==> src/rtl/scr_pkg.sv <==
package scr_pkg;

   localparam int MAX_LOG2 = 10;
   localparam int MAX_PERIOD = 1 << MAX_LOG2;

   typedef enum logic {SRC_TABLE = 1'b0, SRC_LFSR = 1'b1} pat_src_e;

   // Second feedback tap of a primitive trinomial x^w + x^t + 1; 0 means unsupported.
   function automatic int fb_tap(input int w);
      case (w)
         3: return 1;
         4: return 1;
         5: return 2;
         6: return 1;
         7: return 1;
         9: return 4;
         default: return 0;
      endcase
   endfunction

   function automatic logic [15:0] shift_next(input logic [15:0] s, input int w);
      logic [15:0] n;
      logic fb;
      fb = s[0] ^ s[fb_tap(w)];
      n = s >> 1;
      n[w-1] = fb;
      return n;
   endfunction

   function automatic logic [MAX_PERIOD-1:0] build_pattern(input int log2p);
      logic [MAX_PERIOD-1:0] pat;
      logic [15:0] s;
      logic d;
      int w;
      int pairs;
      pat = '0;
      w = log2p - 1;
      pairs = 1 << w;
      s = 16'd1;
      for (int k = 0; k < pairs; k++) begin
         d = (k == pairs - 1) ? 1'b0 : s[0];
         pat[2*k]   = d;
         pat[2*k+1] = ~d;
         s = shift_next(s, w);
      end
      return pat;
   endfunction

endpackage

==> src/rtl/scr_slot_counter.sv <==
module scr_slot_counter #(
   parameter int IDX_W = 8
) (
   input  logic             clk,
   input  logic             rst,
   input  logic             en,
   output logic             act_o,
   output logic             restart_o,
   output logic             step_o,
   output logic [IDX_W-1:0] idx_o
);
   logic             act_q;
   logic [IDX_W-1:0] idx_q;

   assign restart_o = en & ~act_q;
   assign step_o    = en & act_q;

   always_ff @(posedge clk) begin
      if (rst) begin
         act_q <= 1'b0;
         idx_q <= '0;
      end else if (!en) begin
         act_q <= 1'b0;
      end else if (!act_q) begin
         act_q <= 1'b1;
         idx_q <= '0;
      end else begin
         idx_q <= idx_q + 1'b1;
      end
   end

   assign act_o = act_q;
   assign idx_o = idx_q;
endmodule

==> src/rtl/scr_pattern_rom.sv <==
module scr_pattern_rom #(
   parameter int IDX_W = 8
) (
   input  logic [IDX_W-1:0] idx,
   output logic             bit_o
);
   localparam int PERIOD = 1 << IDX_W;
   localparam logic [scr_pkg::MAX_PERIOD-1:0] FULL = scr_pkg::build_pattern(IDX_W);
   localparam logic [PERIOD-1:0] PAT = FULL[PERIOD-1:0];

   assign bit_o = PAT[idx];
endmodule

==> src/rtl/scr_pattern_lfsr.sv <==
module scr_pattern_lfsr #(
   parameter int IDX_W = 8
) (
   input  logic             clk,
   input  logic             rst,
   input  logic             restart,
   input  logic             step,
   input  logic [IDX_W-1:0] idx,
   output logic             bit_o
);
   localparam int SW = IDX_W - 1;
   localparam logic [SW-1:0] SEED = SW'(1);
   localparam logic [IDX_W-1:0] LAST = '1;

   logic [SW-1:0] s_q;
   logic [15:0]   s_ext;
   logic [15:0]   s_nxt;
   logic          d;

   assign s_ext = 16'(s_q);
   assign s_nxt = scr_pkg::shift_next(s_ext, SW);

   always_ff @(posedge clk) begin
      if (rst || restart) begin
         s_q <= SEED;
      end else if (step && idx[0]) begin
         s_q <= (idx == LAST) ? SEED : s_nxt[SW-1:0];
      end
   end

   assign d     = (idx[IDX_W-1:1] == '1) ? 1'b0 : s_q[0];
   assign bit_o = idx[0] ? ~d : d;
endmodule

==> src/rtl/scr_clk_gen.sv <==
module scr_clk_gen #(
   parameter int               IDX_W = 8,
   parameter scr_pkg::pat_src_e SRC  = scr_pkg::SRC_TABLE
) (
   input  logic             clk,
   input  logic             rst,
   input  logic             en,
   output logic             bit_out,
   output logic             frame_start,
   output logic [IDX_W-1:0] slot_idx
);
   if (IDX_W < 4 || IDX_W > scr_pkg::MAX_LOG2) begin : g_bad_width
      $error("scr_clk_gen: IDX_W out of supported range");
   end
   if (scr_pkg::fb_tap(IDX_W - 1) == 0) begin : g_bad_tap
      $error("scr_clk_gen: no feedback polynomial for this IDX_W");
   end

   logic             act;
   logic             restart;
   logic             step;
   logic [IDX_W-1:0] idx;
   logic             pat_bit;

   scr_slot_counter #(.IDX_W(IDX_W)) u_cnt (
      .clk      (clk),
      .rst      (rst),
      .en       (en),
      .act_o    (act),
      .restart_o(restart),
      .step_o   (step),
      .idx_o    (idx)
   );

   if (SRC == scr_pkg::SRC_TABLE) begin : g_rom
      scr_pattern_rom #(.IDX_W(IDX_W)) u_src (
         .idx  (idx),
         .bit_o(pat_bit)
      );
      logic unused_ok;
      assign unused_ok = &{1'b0, restart, step};
   end else begin : g_lfsr
      scr_pattern_lfsr #(.IDX_W(IDX_W)) u_src (
         .clk    (clk),
         .rst    (rst),
         .restart(restart),
         .step   (step),
         .idx    (idx),
         .bit_o  (pat_bit)
      );
   end

   assign bit_out     = act & pat_bit;
   assign frame_start = act & (idx == '0);
   assign slot_idx    = idx;
endmodule

==> config.mk <==
export PLATFORM = sky130hd
export DESIGN_NAME = scr_clk_gen
export DESIGN_NICKNAME = d
export VERILOG_FILES = /design/src/rtl/scr_pkg.sv /design/src/rtl/scr_slot_counter.sv /design/src/rtl/scr_pattern_rom.sv /design/src/rtl/scr_pattern_lfsr.sv /design/src/rtl/scr_clk_gen.sv
export SDC_FILE = /design/constraint.sdc
export NUM_CORES = 1
export LEC_CHECK = 0
export ABC_AREA = 1
export BUFFER_PORTS_ARGS = -buffer_cell sky130_fd_sc_hd__buf_2
export CORE_MARGIN = 2
export CORE_UTILIZATION = 33
export CTS_BUF_LIST = sky130_fd_sc_hd__clkbuf_4
export DETAILED_ROUTE_END_ITERATION = 8
export PLACE_DENSITY = 0.55
export RECOVER_POWER = 25
export SETUP_SLACK_MARGIN = 0.5
export SLEW_MARGIN = 0
export SYNTH_ARGS = -nofsm -noshare
export SYNTH_HDL_FRONTEND = slang
export SYNTH_SLANG_ARGS = --single-unit
==> constraint.sdc <==
create_clock -name clk -period 2 [get_ports clk]
set_clock_uncertainty 0.2 [all_clocks]
set_input_delay 0.1 -clock clk [delete_from_list [all_inputs] [get_ports clk]]
set_output_delay 0.1 -clock clk [all_outputs]
set_load 0.005 [all_outputs]
# Yosys cells after proc, flatten, opt, wreduce, memory -nomap -nowiden
# Memory sizes are Yosys's and may differ from the RTL's. A register that Yosys moved wholly into a read port is not among the register bits.
# Index checks and enable logic that the tools add are counted.
word_totals:
  reg_bits: 9
  mem_bits_ro: 256
  in_bits: 3
  output_inout_bits: 10
  word_cells: 13
  n_memories: 1
memory_table:
  columns: ["memory", "words", "word_bits", "rd", "rd_clocked_by_memory_dff", "write_ports", "line", "rtl"]
  rows:
  - ["(name not given)", 256, 1, 1, 1, 0, "scr_pattern_rom.sv:11", "assign bit_o = PAT[idx];"]
classes:
  add_sub_neg: 1
  order_cmp: 1
  n_mux: 5
  bitwise: 2
  n_reduce_logical: 1
ops:
  columns: ["cell", "count"]
  rows:
  - ["8-bit 2-to-1 mux", 3]
  - ["8-bit by 9-bit less-than comparator with 1-bit output (second input constant)", 1]
  - ["8-bit by 1-bit adder with 8-bit output (second input constant)", 1]
  - ["8-bit logical NOT", 1]
  - ["1-bit bitwise AND", 2]
  - ["1-bit 2-to-1 mux", 2]

# Logic depth before layout (Yosys ltp)
# Gate-level depths: netlist of run 1.
logic_depth:
  ltp_word: 4
  ltp_mapped: 15
  ltp_nobuf: 15

# Hierarchy
# A second synthesis of run 1 with hierarchy kept.
unflattened:
  cells_unflattened: 146
  area_unflattened_um2: 852.1
by_module_without_submodules:
  columns: ["mod", "n_inst", "cells_per_inst", "area_each_um2", "seq_area_each_um2"]
  rows:
  - ["scr_slot_counter", 1, 58, 406.6, 180.2]
  - ["scr_pattern_rom", 1, 77, 402.9, 0.0]
  - ["scr_clk_gen", 1, 11, 42.5, 0.0]

# Worst setup path after synthesis of run 1
# OpenSTA, ideal clock, no wires.
synth_path:
  path_type: "reg2reg"
  from: "register u_cnt.idx_q[0] (netlist: u_cnt.idx_o[0])"
  to: "register g_rom.u_src.bit_o (netlist name)"
  setup_ns: 0.113
  arrival_time_ns: 1.626
  t_required_ns: 1.687
  slack_ns: 0.061
  path_stages_with_launch: 15
  path_buffers: 0
  period_less_slack_ns: 1.939
  path_cell_list: "dfxtp_1 -> inv_1 -> ha_1 -> nand2_1 -> nand2_1 -> nand2_1 -> nand3_1 -> nand3_2 -> nand3_1 -> nand3_1 -> nand2_1 -> nand2_1 -> nand3_1 -> nand3_1 -> nand2_1"
synth_lines:
  columns: ["item", "line", "rtl"]
  rows:
  - ["start, declared", "scr_slot_counter.sv:13", "logic [IDX_W-1:0] idx_q;"]
  - ["start signal, assigned", "scr_slot_counter.sv:28", "idx_q <= idx_q + 1'b1;"]

==> flow_metrics.py, run 1 <==
metrics = {
    "run_status": {
        "status": "complete, but fails checks",
        "violations": "design-rule violations",
    },
    "synthesis": {
        "synthFlopType": "dfxtp_1",
        "synth-seq-area-share_pct": 20.30,
        "synthTopCellsByArea": "nand3_1 22%, dfxtp_1 20%, nand2_1 15%",
        "yosysWarningCount": 0,
        "yosysMostFrequentCell": "nand3_1",
        "synth.top_cell.area_share_pct": 22.34,
        "synthCells": 153,
        "synth-seq-cells": 10,
        "synth_fp_nets": 158,
        "synth_area_per_cell_sq_um": 6.444,
        "netlist_area_sq_um": 985.9,
        "synth.distinct_cells": 25,
        "synth_edf_count": 0,
        "synth_common_cells": "44 x nand3_1, 39 x nand2_1, 13 x inv_1, 10 x dfxtp_1, 7 x nor2_1",
        "yosysTopAreaCell": "nand3_1",
        "synth-async-reset-ratio_pct": 0,
    },
    "grt": {
        "track_usage_pct": 17.53,
        "overflow": 0,
        "grt_max_degree": 11,
        "grt_pass1_vias": 1089,
        "grt_pass1_wl_um": 4678,
        "grt_antenna_before_repair": 0,
    },
    "final_layout": {
        "register_area_sq_um": 207.7,
        "fillCellCount": 266,
        "multi_input_area_sq_um": 983.4,
        "final_layout_size_suffix_gt1_share_pct": 54.75,
        "area_growth_pct": 51.02,
        "nets": 185,
        "diodes": 0,
    },
    "timing": {
        "period_share_pct": 96.84,
        "max_slew_margin_pct": 82.21,
        "setup_violations": 0,
        "rsz0062_at_grt": "true",
        "fmax_ghz": 0.5163,
        "min_period_ns": 1.937,
        "hold_ws_ns": 0.07041,
        "slew_viol_final": 0,
        "worst_pin_slew_ns": 0.2666,
        "finalHoldViolations": 0,
    },
    "worst_setup_path": {
        "setup.worst_path.start": "u_cnt.idx_o[0]",
        "crit_arrival_ns": 1.89,
        "critical_path_class": "reg -> reg",
        "crit_end": "g_rom.u_src.bit_o",
        "reg2reg_from": "u_cnt.idx_o[0]",
        "cp_max_fo": 5,
        "cp-end-kind": "flop",
        "start_kind": "flop",
        "reg2reg_slack_ns": 0.06,
        "reg2reg_depth": 14,
        "r2r-end": "g_rom.u_src.bit_o",
        "worstPathRequired_ns": 1.96,
    },
    "power_and_ir_drop": {
        "swShare_pct": 32.44,
        "power_density_nw_per_um2": 322.1,
        "p_int_mw": 0.3240,
        "seqPwrFrac_pct": 43.0,
        "combPwrFrac_pct": 28.3,
        "worst_ir_drop_vdd_mv": 0.1043,
        "switching_power_mw": 0.1556,
        "clockPowerShare_pct": 28.8,
        "total_power_mw": 0.4796,
        "p_leak_nw": 0.6402,
    },
    "floorplanning": {
        "coreArea_sq_um": 2805,
        "rows": 19,
        "die_w_um": 58.66,
        "start_util_pct": 35.15,
        "die_y_um": 58.66,
        "boundaryPins": 13,
        "dieArea_sq_um": 3441,
    },
    "drt": {
        "ant_nets": 0,
        "drt-wirelength-per-cell_um": 13.82,
        "drt_iter0_markers": 57,
        "first_pass_iters": 7,
        "drc": 1,
        "viasPerCell": 5.429,
        "routed_wl_um": 2902,
        "vias": 1140,
    },
    "placed_design": {
        "place_hpwl_um": 1977,
        "portBuffers": 12,
        "place_congestion": 0.8430,
    },
    "clock_tree": {
        "cts_root_buf": "clkbuf_4",
        "cts_tree": "done",
        "cts_max_level": 1,
        "clk-insertion-delay-late_ns": 0.26,
        "clock-sinks": 10,
        "clock_path_buffers": 2,
        "cts_inserted_buffers": 3,
        "clkTransAtPathRegs_ns": 0.06,
    },
    "flow_run": {
        "drv_cap": 0,
    },
    "worst_hold_path": {
        "hp-class": "in -> reg",
        "holdPathStages": 4,
    },
}
## cell families after synthesis
logic type	share of synthesized area, %
buf+inv	9.391
compound gates	4.188
simple gates	63.58
fa+ha+maj	2.538
flops	20.30
## what timing repair did
action / CTS / global route
buffers inserted: 8 / 0
hold endpoints to repair: 2 / 0
hold buffers: 1 / 0
pin swaps: 9 / 13
gates resized for setup: 16 / 31
setup endpoints to repair: 5 / 5
## layer usage
| layer | track usage, % | share of wire, % | vias to the layer above |
|---|---|---|---|
| li1 | - | - | 567 |
| met1 | 20.88 | 40 | 534 |
| met5 | 0 | 0 | - |
| met2 | 30.34 | 54 | 33 |
| met4 | 10.71 | 2.0 | 0 |
| met3 | 1.538 | 3.9 | 6 |
## power groups by stage
| stage | sequential, mW | combinational (mW) | clock, mW |
|---|---|---|---|
| floorplan | 0.211 | 0.0828 | 0 |
| global placement | 0.211 | 0.104 | 0 |
| detailed placement | 0.211 | 0.104 | 0 |
| CTS | 0.206 | 0.118 | 0.142 |
| global route | 0.206 | 0.148 | 0.153 |
| finish | 0.206 | 0.136 | 0.138 |
## worst min-delay path by stage
| stage | to | startpoint | slack (ns) |
|---|---|---|---|
| after floorplan | u_cnt.act_o | rst | -0.03 |
| after global placement | u_cnt.act_o | rst | 0.1 |
| after detailed placement | u_cnt.act_o | rst | 0.1 |
| after CTS | u_cnt.idx_o[1] | rst | 0.05 |
| after global routing | u_cnt.idx_o[1] | rst | 0.14 |
| final | u_cnt.idx_o[1] | rst | 0.07 |
## cell type report
cell class,count,area share (%)
well taps,31,2.605
flip-flops and latches,10,13.95
repair buffers,23,9.832
clock buffers,3,1.513
inverters,19,5.798
multi-input cells,123,66.05
clock inverters,1,0.2521
## sequential cells by signal (all words and copies together) (netlist names)
register           count
g_rom.u_src.bit_o      1
u_cnt.act_o            1
u_cnt.idx_o            8
## worst max-delay path, cell delays in order (launching register included)
cell and delay [ns]:
dfxtp_4 0.39, inv_4 0.04, ha_4 0.24, nand2_4 0.06, inv_1 0.03, nand2_1 0.07
nand2_2 0.08, nand2_4 0.09, nand3_4 0.13, nand3_4 0.14, nand3_2 0.09, nand3_2 0.08
nand3_2 0.08, nand3_2 0.07, nand2_1 0.05
## through the flow
stage	cell area [sq um]	util, %	instances	setup WS (ns)	TNS [ns]
after CTS	1355	48.31	210	0.08521	0
after global placement	1191	42.46	197	0.09331	0
after global routing	1489	53.08	210	-0.04162	-0.04162
final	1489	53.08	210	0.06327	0
after floorplan	1089	-	153	0.2129	0
after detailed placement	1191	42.46	197	0.05330	0
## cells in the final DEF (no fill, tap or decap)
master	n
nand3_1	21
nand2_1	29
nor4_1	1
ha_4	2
buf_2	10
nand4_1	1
nor2_4	2
dfxtp_4	2
dlygate4sd3_1	1
nand3_4	13
nor2_8	1
clkbuf_1	1
nand2_8	1
a21oi_1	1
clkinv_4	1
nand2_4	5
inv_2	4
clkbuf_4	4
o21bai_4	1
nand2_2	13
nor2_2	6
nand3_2	17
clkinv_1	1
inv_1	10
dfxtp_1	8
a21oi_2	2
buf_4	10
nor2_1	4
o21ai_1	3
inv_4	4
No activity file was read; power rests on OpenSTA's default activity.
==> run 2, diff against run 1 <==
--- a/config.mk
+++ b/config.mk
@@ -13,8 +13,6 @@
 export DETAILED_ROUTE_END_ITERATION = 8
 export PLACE_DENSITY = 0.55
 export RECOVER_POWER = 25
-export SETUP_SLACK_MARGIN = 0.5
-export SLEW_MARGIN = 0
 export SYNTH_ARGS = -nofsm -noshare
 export SYNTH_HDL_FRONTEND = slang
 export SYNTH_SLANG_ARGS = --single-unit
==> flow_metrics.py, run 2 (same netlist as run 1, synthesis figures left out) <==
metrics = {
    "drt": {
        "drt_iter0_markers": 52,
        "routed_wl_um": 2699,
        "ant_nets": 0,
        "first_pass_iters": 4,
        "vias": 1123,
        "drt-wirelength-per-cell_um": 12.73,
        "viasPerCell": 5.297,
        "drc": 0,
    },
    "placed_design": {
        "place_hpwl_um": 1879,
        "place_congestion": 0.9197,
        "portBuffers": 12,
        "post-place-ws_ns": -0.05734,
        "placed_cells": 203,
    },
    "grt": {
        "grt_max_degree": 11,
        "grt_pass1_wl_um": 4084,
        "grt_antenna_before_repair": 0,
        "grt_pass1_vias": 969,
        "track_usage_pct": 15.22,
        "overflow": 0,
    },
    "clock_tree": {
        "cts_inserted_buffers": 3,
        "cts_tree": "done",
        "clk-insertion-delay-late_ns": 0.25,
        "cts_max_level": 1,
        "clkTransAtPathRegs_ns": 0.06,
        "cts_root_buf": "clkbuf_4",
        "clock_path_buffers": 2,
        "clock-sinks": 10,
    },
    "floorplanning": {
        "dieArea_sq_um": 3441,
        "rows": 19,
        "die_w_um": 58.66,
        "die_y_um": 58.66,
        "boundaryPins": 13,
        "start_util_pct": 35.15,
        "coreArea_sq_um": 2805,
    },
    "timing": {
        "fmax_ghz": 0.5074,
        "fin_ws_ns": 0.02932,
        "finalHoldViolations": 0,
        "rsz0062_at_grt": "true",
        "fin_setup_tns_ns": 0,
        "setup_violations": 0,
        "slew_viol_final": 0,
        "min_period_ns": 1.971,
        "hold_ws_ns": 0.04324,
        "max_slew_margin_pct": 82.72,
        "worst_pin_slew_ns": 0.2593,
        "period_share_pct": 98.53,
    },
    "worst_setup_path": {
        "critical_path_class": "reg -> reg",
        "reg2reg_from": "u_cnt.idx_o[1]",
        "setup.worst_path.start": "u_cnt.idx_o[1]",
        "start_kind": "flop",
        "crit_arrival_ns": 1.93,
        "worstPathRequired_ns": 1.96,
        "cp_max_fo": 5,
        "cp-end-kind": "flop",
    },
    "final_layout": {
        "utilization_pct": 51.20,
        "diodes": 0,
        "area_growth_pct": 45.69,
        "mostFrequentLayoutCells": "31 x nand2_1, 25 x nand3_1, 16 x nand3_2, 13 x nand2_2",
        "instances_no_fill": 212,
        "nets": 187,
        "largest_reg_flops": 8,
        "final_layout_size_suffix_gt1_share_pct": 53.04,
        "layout_commonest_cell": "nand2_1",
    },
    "power_and_ir_drop": {
        "power_density_nw_per_um2": 325.3,
        "worst_ir_drop_vdd_mv": 0.1013,
        "p_leak_nw": 0.6321,
    },
    "worst_hold_path": {
        "hp-class": "in -> reg",
        "hold_start": "en",
    },
    "run_status": {
        "status": "finished clean",
    },
    "flow_run": {
        "drv_cap": 0,
    },
}
-- run 2: changes by cell type in the layout (fill, tap and decap cells not counted), sizes merged --
cell,change
buf,+4
clkbuf,-2
-- run 2: timing repair --
| action | 4_1_cts | 5_1_grt |
|---|---|---|
| hold buffers | 1 | 0 |
| setup endpoints to repair | 1 | 1 |
| hold endpoints to repair | 2 | 0 |
| buffers inserted | 0 | 4 |
| pin swaps | 0 | 19 |
| gates resized for setup | 3 | 51 |
-- run 2: stage by stage --
step / total power [mW] / instance area, sq um
detailed placement: 0.3082 / 1134
floorplan: 0.2843 / 985.9
global placement: 0.3078 / 1134
CTS: 0.4475 / 1177
finish: 0.4673 / 1436
global route: 0.4981 / 1436
-- run 2: per-layer routing --
| metal | track usage, % | vias up | wire, um |
|---|---|---|---|
| met4 | 5.844 | 0 | 33 |
| met2 | 25.20 | 26 | 1410 |
| met1 | 20.54 | 530 | 1186 |
| met5 | 0 | - | 0 |
| li1 | - | 565 | - |
| met3 | 1.319 | 2 | 69 |
-- run 2: worst max-delay path, stage by stage, from the launching register on --
cell and delay (ns):
dfxtp_4 0.37, inv_2 0.06, ha_4 0.24, nand2_2 0.07, nand2_2 0.06, nand2_2 0.08
nand3_2 0.13, nand3_4 0.17, nand3_4 0.09, nand3_1 0.08, nand2_1 0.06, nand2_1 0.06
nand3_1 0.07, nand3_1 0.09, nand2_1 0.05
-- run 2: final cells by class --
cell class	count	area [sq um]
well taps	31	38.79
clock buffers	3	22.52
multi-input cells	123	914.6
inverters	19	86.33
clock inverters	1	3.754
fillers	265	1369
flip-flops and latches	10	210.2
repair buffers	25	160.2
-- run 2: worst paths after layout --
check,to,slack [ns],depth (start not counted)
worst max-delay path,g_rom.u_src.bit_o,0.03,14
worst max register to register,g_rom.u_src.bit_o,0.03,14
worst min-delay path,u_cnt.act_o,0.04,3
worst min register to register,u_cnt.idx_o[7],0.34,2
-- run 2: where the power goes --
| group | internal [mW] | total [mW] | leakage (nW) | switching (mW) |
|---|---|---|---|---|
| clock network | 0.0718 | 0.134 | 0.0154 | 0.0627 |
| logic | 0.0466 | 0.125 | 0.533 | 0.0782 |
| registers | 0.202 | 0.208 | 0.0834 | 0.00615 |
| total | 0.320 | 0.467 | 0.632 | 0.147 |
==> run 3, diff against run 2 <==
==> constraint.sdc (replaced) <==
create_clock -name clk -period 2 [get_ports clk]
set_clock_uncertainty 0.2 [all_clocks]
set_input_delay 0.4 -clock clk [delete_from_list [all_inputs] [get_ports clk]]
set_output_delay 0.4 -clock clk [all_outputs]
set_load 0.005 [all_outputs]
==> flow_metrics.py, run 3 (same netlist as run 1, synthesis figures left out) <==
metrics = {
    "drt": {
        "drc": 0,
        "vias": 1176,
        "routed_wl_um": 2945,
        "drt-wirelength-per-cell_um": 13.51,
        "drt_iter0_markers": 66,
        "viasPerCell": 5.394,
        "first_pass_iters": 4,
        "ant_nets": 0,
    },
    "final_layout": {
        "mostFrequentLayoutCells": "26 x nand2_1, 22 x nand3_1, 19 x buf_4, 17 x nand3_2, 16 x nand2_2",
        "diodes": 0,
        "area_growth_pct": 55.96,
        "final_layout_size_suffix_gt1_share_pct": 60.43,
        "utilization_pct": 54.82,
        "layout_commonest_cell": "nand2_1",
        "largest_reg_flops": 8,
        "nets": 193,
    },
    "timing": {
        "period_share_pct": 98.13,
        "worst_pin_slew_ns": 0.2339,
        "hold_ws_ns": 0.2139,
        "max_slew_margin_pct": 84.26,
        "fmax_ghz": 0.5095,
        "slew_viol_final": 0,
        "fin_setup_tns_ns": 0,
        "rsz0062_at_grt": "true",
        "setup_violations": 0,
        "min_period_ns": 1.963,
        "finalHoldViolations": 0,
        "fin_ws_ns": 0.03738,
    },
    "grt": {
        "grt_pass1_wl_um": 4278,
        "grt_antenna_before_repair": 0,
        "overflow": 0,
        "grt_max_degree": 11,
        "track_usage_pct": 16.06,
        "grt_pass1_vias": 1026,
    },
    "clock_tree": {
        "clkTransAtPathRegs_ns": 0.07,
        "clk-insertion-delay-late_ns": 0.25,
        "cts_tree": "done",
        "clock_path_buffers": 2,
        "cts_max_level": 1,
        "clock-sinks": 10,
        "cts_root_buf": "clkbuf_4",
        "cts_inserted_buffers": 3,
        "cts_hold_buf": 0,
    },
    "power_and_ir_drop": {
        "p_leak_nw": 0.6823,
        "worst_ir_drop_vdd_mv": 0.1154,
        "power_density_nw_per_um2": 317.9,
        "total_power_mw": 0.4889,
    },
    "worst_setup_path": {
        "cp_max_fo": 6,
        "cp-end-kind": "flop",
        "reg2reg_from": "u_cnt.idx_o[1]",
        "start_kind": "flop",
        "worstPathRequired_ns": 2.01,
        "setup.worst_path.start": "u_cnt.idx_o[1]",
        "crit_arrival_ns": 1.97,
        "critical_path_class": "reg -> reg",
    },
    "worst_hold_path": {
        "hold_start": "rst",
        "hp-class": "in -> reg",
    },
    "floorplanning": {
        "start_util_pct": 35.15,
        "coreArea_sq_um": 2805,
        "boundaryPins": 13,
        "rows": 19,
        "dieArea_sq_um": 3441,
        "die_y_um": 58.66,
        "die_w_um": 58.66,
    },
    "flow_run": {
        "drv_cap": 0,
    },
    "placed_design": {
        "place_hpwl_um": 1956,
        "portBuffers": 12,
        "place_congestion": 0.9360,
        "post-place-ws_ns": -0.06633,
    },
    "run_status": {
        "status": "finished clean",
    },
}
run 3: power by group:
part | internal, mW | total (mW) | switching [mW]
logic | 0.0573 | 0.143 | 0.0854
registers | 0.202 | 0.208 | 0.00653
clock network | 0.0719 | 0.138 | 0.0660
total | 0.331 | 0.489 | 0.158
run 3: critical path, cell delays in order (launching register included):
cell	delay [ns]
dfxtp_4	0.38
buf_4	0.10
nand2_1	0.07
o21ai_2	0.19
nand3_4	0.16
buf_4	0.20
a21oi_1	0.21
nand2_2	0.08
nand2_1	0.07
nand2_1	0.05
nand3_1	0.08
nand3_1	0.07
nand2_1	0.06
run 3: path summary, 6_finish.rpt:
kind | to | cells after the start | slack (ns)
max | g_rom.u_src.bit_o | 12 | 0.04
min | u_cnt.act_o | 3 | 0.21
max reg2reg | g_rom.u_src.bit_o | 12 | 0.04
min reg2reg | u_cnt.idx_o[7] | 2 | 0.34
run 3: final cells by class:
| cell class | instances | area (sq um) |
|---|---|---|
| repair buffers | 31 | 202.7 |
| clock inverters | 1 | 3.754 |
| clock buffers | 3 | 22.52 |
| well taps | 31 | 38.79 |
| inverters | 19 | 88.84 |
| fillers | 262 | 1267 |
| flip-flops and latches | 10 | 209.0 |
| multi-input cells | 123 | 972.2 |
run 3: layer usage:
layer	wire, um	GRT usage [%]	part of all wire, %
met5	0	0	0
met4	50	7.468	1.7
met3	137	1.538	4.7
met2	1588	26.32	54
met1	1169	21.27	40
run 3: what timing repair did:
item                       4_1_cts  5_1_grt
buffers inserted                 0        3
setup endpoints to repair        1        1
pin swaps                        0       29
gates resized for setup          4       65
cloned                           0        0
run 3: stage by stage:
stage                     std cells  area [sq um]
final                           218          1538
after global routing            218          1538
after CTS                       215          1236
after detailed placement        211          1194
after global placement          211          1194
after floorplan                 153         985.9
